### config.mk
export PLATFORM = sky130hd
export DESIGN_NAME = refdiv_top
export DESIGN_NICKNAME = d
export VERILOG_FILES = /design/src/rtl/refdiv_pkg.sv /design/src/rtl/refdiv_decode.sv /design/src/rtl/refdiv_cfg.sv /design/src/rtl/refdiv_counter.sv /design/src/rtl/refdiv_monsel.sv /design/src/rtl/refdiv_top.sv
export SDC_FILE = /design/constraint.sdc
export NUM_CORES = 1
export LEC_CHECK = 0
export BUFFER_PORTS_ARGS = -buffer_cell sky130_fd_sc_hd__buf_2
export CORE_MARGIN = 2
export CORE_UTILIZATION = 25
export CTS_BUF_LIST = sky130_fd_sc_hd__clkbuf_8
export CTS_CLUSTER_DIAMETER = 150
export DETAILED_ROUTE_END_ITERATION = 10
export GPL_TIMING_DRIVEN = 0
export MAX_ROUTING_LAYER = met4
export SYNTH_ARGS = -nofsm -noshare
export SYNTH_HDL_FRONTEND = slang
export SYNTH_SLANG_ARGS = --single-unit
### constraint.sdc
create_clock -name clk -period 5.2 [get_ports clk]
set_input_delay 0.52 -clock clk [delete_from_list [all_inputs] [get_ports clk]]
set_output_delay 0.52 -clock clk [all_outputs]
set_load 0.01 [all_outputs]
### src/rtl/refdiv_pkg.sv
package refdiv_pkg;
  localparam int CODE_W = 5;
  typedef logic [CODE_W-1:0] code_t;
endpackage

### src/rtl/refdiv_decode.sv
module refdiv_decode
  import refdiv_pkg::*;
#(
  parameter int RATIO_W = 9
) (
  input  code_t              code,
  output logic [RATIO_W-1:0] ratio,
  output logic               illegal
);
  logic [1:0] grp;
  logic [2:0] exp_sel;
  logic [2:0] base;
  logic [2:0] shift;

  assign grp     = code[4:3];
  assign exp_sel = code[2:0];

  always_comb begin
    illegal = (grp != 2'd0) && (exp_sel == 3'd0);
    if (grp == 2'd0) begin
      base  = 3'd2;
      shift = exp_sel;
    end else begin
      base  = 3'd4 + {1'b0, grp};
      shift = exp_sel - 3'd1;
    end
    ratio = RATIO_W'(base) << shift;
  end
endmodule

### src/rtl/refdiv_cfg.sv
module refdiv_cfg
  import refdiv_pkg::*;
#(
  parameter int RATIO_W = 9
) (
  input  logic               clk,
  input  logic               rst,
  input  logic               cfg_wr,
  input  code_t              code,
  output logic [RATIO_W-1:0] pend_n,
  output logic               code_bad
);
  logic [RATIO_W-1:0] dec_ratio;
  logic               dec_bad;

  refdiv_decode #(.RATIO_W(RATIO_W)) u_dec (
    .code    (code),
    .ratio   (dec_ratio),
    .illegal (dec_bad)
  );

  always_ff @(posedge clk) begin
    if (rst) begin
      pend_n   <= RATIO_W'(2);
      code_bad <= 1'b0;
    end else if (cfg_wr) begin
      code_bad <= dec_bad;
      if (!dec_bad) pend_n <= dec_ratio;
    end
  end
endmodule

### src/rtl/refdiv_counter.sv
module refdiv_counter #(
  parameter int RATIO_W = 9
) (
  input  logic               clk,
  input  logic               rst,
  input  logic [RATIO_W-1:0] pend_n,
  output logic [RATIO_W-1:0] cur_n,
  output logic               cnt_zero,
  output logic               comp_q
);
  logic [RATIO_W-1:0] cnt;
  logic [RATIO_W-1:0] nxt_cnt;
  logic [RATIO_W-1:0] nxt_n;
  logic               at_end;
  logic               nxt_comp;

  assign at_end   = (cnt == cur_n - RATIO_W'(1));
  assign cnt_zero = (cnt == '0);

  always_comb begin
    nxt_n   = at_end ? pend_n : cur_n;
    nxt_cnt = at_end ? '0 : cnt + RATIO_W'(1);
    if (nxt_n[0]) nxt_comp = (nxt_cnt == '0);
    else          nxt_comp = (nxt_cnt < (nxt_n >> 1));
  end

  always_ff @(posedge clk) begin
    if (rst) begin
      cur_n  <= RATIO_W'(2);
      cnt    <= RATIO_W'(1);
      comp_q <= 1'b0;
    end else begin
      cur_n  <= nxt_n;
      cnt    <= nxt_cnt;
      comp_q <= nxt_comp;
    end
  end
endmodule

### src/rtl/refdiv_monsel.sv
module refdiv_monsel (
  input  logic clk,
  input  logic rst,
  input  logic cfg_wr,
  input  logic en_in,
  input  logic sel_in,
  input  logic comp_in,
  output logic mon_out,
  output logic mon_oe
);
  logic en_q;
  logic sel_q;

  always_ff @(posedge clk) begin
    if (rst) begin
      en_q  <= 1'b1;
      sel_q <= 1'b1;
    end else if (cfg_wr) begin
      en_q  <= en_in;
      sel_q <= sel_in;
    end
  end

  assign mon_oe  = en_q;
  assign mon_out = en_q & (sel_q ? comp_in : clk);
endmodule

### src/rtl/refdiv_top.sv
module refdiv_top
  import refdiv_pkg::*;
#(
  parameter int RATIO_W = 9
) (
  input  logic              clk,
  input  logic              rst,
  input  logic              cfg_wr,
  input  logic [CODE_W-1:0] ratio_code,
  input  logic              mon_en,
  input  logic              mon_sel,
  output logic              comp_out,
  output logic              mon_out,
  output logic              mon_oe,
  output logic              code_bad
);
  logic [RATIO_W-1:0] pend_n;
  logic [RATIO_W-1:0] cur_n;
  logic               cnt_zero;

  refdiv_cfg #(.RATIO_W(RATIO_W)) u_cfg (
    .clk      (clk),
    .rst      (rst),
    .cfg_wr   (cfg_wr),
    .code     (ratio_code),
    .pend_n   (pend_n),
    .code_bad (code_bad)
  );

  refdiv_counter #(.RATIO_W(RATIO_W)) u_cnt (
    .clk      (clk),
    .rst      (rst),
    .pend_n   (pend_n),
    .cur_n    (cur_n),
    .cnt_zero (cnt_zero),
    .comp_q   (comp_out)
  );

  refdiv_monsel u_mon (
    .clk     (clk),
    .rst     (rst),
    .cfg_wr  (cfg_wr),
    .en_in   (mon_en),
    .sel_in  (mon_sel),
    .comp_in (comp_out),
    .mon_out (mon_out),
    .mon_oe  (mon_oe)
  );
endmodule

==> impl_metrics.sql <==
INSERT INTO impl_metrics (metric_group, metric, value, unit) VALUES
('drt', 'route.antenna.remaining_nets', '0', ''),
('drt', 'totalWireLength', '4159', 'µm'),
('yosys', 'post_synth_xor_area_fraction', '0.08879', ''),
('worst_setup_path', 'path_class', 'flop to flop', ''),
('yosys', 'post_synth_edffs', '0', ''),
('final_layout', 'fin_nets', '275', ''),
('yosys', 'synth-compound-area-share', '0.1088', ''),
('cts', 'cts_setup_buffers', '0', ''),
('yosys', 'post_synth_and_or_nand_nor_area_fraction', '0.2724', ''),
('global_routing', 'grt_pass1_vias', '1572', ''),
('power_and_ir_drop', 'p_leak', '0.9077', 'nW'),
('min_path', 'hold_path.class', 'input pin to flop', ''),
('sta', 'setup_violations', '0', ''),
('cts', 'cts.repair.resized', '0', ''),
('final_layout', 'syn_to_final_growth', '18.56', '%'),
('worst_setup_path', 'critical_path.startpoint_type', 'flop', ''),
('floorplanning', 'boundaryPins', '14', ''),
('drt', 'num_vias', '1627', ''),
('floorplanning', 'fp-row-count', '31', ''),
('drt', 'firstDrtPassIters', '4', ''),
('place', 'routabilityCongestion', '0.8267', ''),
('yosys', 'postSynth.asyncResetShare', '0', ''),
('final_layout', 'final_util', '0.3064', ''),
('yosys', 'synth_register_bits', '31', ''),
('power_and_ir_drop', 'power_frac_comb', '0.412', ''),
('cts', 'tritoncts_clock_tree', 'built', ''),
('sta', 'final.setup_skew', '0.005309', 'ns'),
('yosys', 'post-synth-top-count-cell', 'nor2_1', ''),
('global_routing', 'grt.overflow.total', '0', ''),
('cts', 'cts.reportedPaths.clkPinSlew', '0.07', 'ns'),
('power_and_ir_drop', 'peakVddDrop', '0.1646', 'mV'),
('yosys', 'synth_adder_area_share', '0.08011', ''),
('yosys', 'synth_top_cells_by_area', 'dfxtp_1 33%, ha_1 8.0%, nor2_1 7.4%', ''),
('place', 'dp.final_hpwl', '3292', 'µm'),
('drt', 'highest_layer_used_for_signal_routing', 'met4', ''),
('sta', 'timing.slew.headroom', '0.5877', ''),
('yosys', 'netlist_area', '1874', 'µm²'),
('sta', 'rsz0062_at_grt', 'no', ''),
('drt', 'routedWlPerCell', '11.78', 'µm'),
('global_routing', 'grt_pass1_wl', '7389', 'µm'),
('yosys', 'yosys_warnings', '0', ''),
('yosys', 'synth_top_area_cell', 'dfxtp_1', ''),
('sta', 'final_max_slew_viol_count', '0', ''),
('sta', 'maxClockFrequency', '230.8', 'MHz'),
('power_and_ir_drop', 'power.density_cell_area', '465.4', 'nW/µm²'),
('global_routing', 'grt_max_degree', '11', ''),
('job', 'maxcap_violations', '0', ''),
('yosys', 'postSynthNetCount', '252', ''),
('floorplanning', 'design.core.area', '7253', 'µm²'),
('sta', 'timing.final.hold_violations', '0', ''),
('worst_setup_path', 'cp.required', '5.51', 'ns'),
('drt', 'met1_length', '2016', 'µm'),
('drt', 'wl_met3', '170', 'µm'),
('yosys', 'synthesis.area_per_instance', '8.149', 'µm²'),
('sta', 'worst-slew-pin-transition', '0.6107', 'ns'),
('yosys', 'yosys-mux-area-fraction', '0.07543', ''),
('final_layout', 'drive_gt1_frac', '0.1220', ''),
('power_and_ir_drop', 'clkPwrFrac', '0.304', ''),
('floorplanning', 'initial_util', '0.2584', ''),
('run_status', 'outcome', 'complete, no violations', ''),
('floorplanning', 'dieArea', '8206', 'µm²'),
('sta', 'post-route-period-util', '0.8334', ''),
('yosys', 'post_synth_top_flop', 'dfxtp_1', ''),
('global_routing', 'grt_antenna_before_repair', '0', ''),
('worst_setup_path', 'critPathArrivalTime', '4.64', 'ns'),
('drt', 'drtIter0Drc', '67', ''),
('cts', 'worst_skew_pair.late_latency', '0.39', 'ns'),
('yosys', 'syn-instance-count', '230', ''),
('worst_setup_path', 'highest_net_fanout_along_the_worst_path', '10', ''),
('place', 'io_buffers', '13', ''),
('drt', 'drc', '0', '');
## power groups by stage
stage / sequential (W) / combinational (W) / clock (W)
after floorplan: 0.000291 / 0.000342 / 0.00000647
after global placement: 0.000298 / 0.000421 / 0.00000934
after detailed placement: 0.000299 / 0.000424 / 0.00000934
after CTS: 0.000294 / 0.000426 / 0.000325
after global routing: 0.000299 / 0.000482 / 0.000336
final: 0.000294 / 0.000426 / 0.000315
## metrics by stage
step	setup WS (ns)	std cells	power, W	instance area (µm²)	hold WS (ns)
finish	0.8664	353	0.001034	2222	0.3426
global route	0.5381	353	0.001116	2222	0.3365
CTS	0.8910	353	0.001044	2222	0.3336
detailed placement	0.9238	342	0.0007320	2063	0.4683
global placement	0.9330	342	0.0007285	2063	0.4659
floorplan	1.437	230	0.0006401	1874	0.4457
## registers in the layout (all words and copies together), names as in the netlist
| register | cells |
|---|---|
| u_mon.mon_oe | 1 |
| u_cnt.comp_q | 1 |
| u_mon.sel_q | 1 |
| u_cnt.cnt | 9 |
| u_cfg.code_bad | 1 |
| u_cfg.pend_n | 9 |
| u_cnt.cur_n | 9 |
## cell families (layout without fill, tap and decap cells)
family | after synthesis | after routing
AND/OR/NAND/NOR | 102 | 102
AO/OA/AOI/OAI | 33 | 33
flip-flops | 31 | 31
XOR/XNOR | 19 | 19
buffers and inverters | 19 | 43
multiplexers | 14 | 14
adder cells (fa/ha/maj) | 12 | 12
## per-layer routing
| layer | global-route usage | up-vias |
|---|---|---|
| met5 | - | - |
| met4 | 0.03590 | 0 |
| met3 | 0.04257 | 8 |
| met2 | 0.1710 | 20 |
| met1 | 0.1402 | 747 |
| li1 | - | 852 |
## path summary, 6_finish.rpt
check / cells past startpoint / from / slack (ns) / to
worst max-delay path: 17 / u_cnt.cur_n[4]$_SDFF_PP0_ / 0.87 / u_cnt.comp_q$_SDFF_PP0_
worst min-delay path: 3 / mon_sel / 0.34 / u_mon.sel_q$_SDFFE_PP1P_
worst max register to register: 17 / u_cnt.cur_n[4]$_SDFF_PP0_ / 0.87 / u_cnt.comp_q$_SDFF_PP0_
worst min register to register: 2 / u_cfg.pend_n[6]$_SDFFE_PP0P_ / 0.47 / u_cfg.pend_n[6]$_SDFFE_PP0P_
## placed cells by master (no fill, tap or decap), types with 2 or more instances in the layout
cell	instances
nor2_1	37
dfxtp_1	31
nand2_1	18
buf_2	15
a21oi_1	14
nand3_1	13
mux2i_1	13
xnor2_1	12
ha_1	12
clkbuf_8	9
inv_1	8
clkbuf_1	7
nor3_1	7
nand2b_1	7
xor2_1	7
o21ai_0	5
nand4_1	3
o31ai_1	3
or3_1	2
o311ai_0	2
and3_1	2
a32o_1	2
## cell type report
type	instances	area, µm²	share of cell area
Buffer	10	47.55	0.02140
Clock buffer	10	128.9	0.05800
Clock inverter	2	35.03	0.01577
Inverter	9	33.78	0.01520
Multi-Input combinational cell	180	1172	0.5276
Sequential cell	31	620.6	0.2793
Tap cell	99	123.9	0.05574
Timing Repair Buffer	12	60.06	0.02703
## critical path: stages, from the launching register on
cell and delay [ns]:
dfxtp_1 0.30, buf_2 0.16, or4_4 0.53, or4b_1 0.48, o22ai_1 0.17, a21oi_1 0.10
nor4_4 0.62, buf_2 0.32, nor2_1 0.08, ha_1 0.29, a21o_1 0.18, a211oi_1 0.24
nor2_1 0.08, o21ai_0 0.15, nand2b_1 0.07, a21oi_1 0.18, nand4_1 0.11, a21oi_1 0.19
No activity file was read; power rests on OpenSTA's default activity.
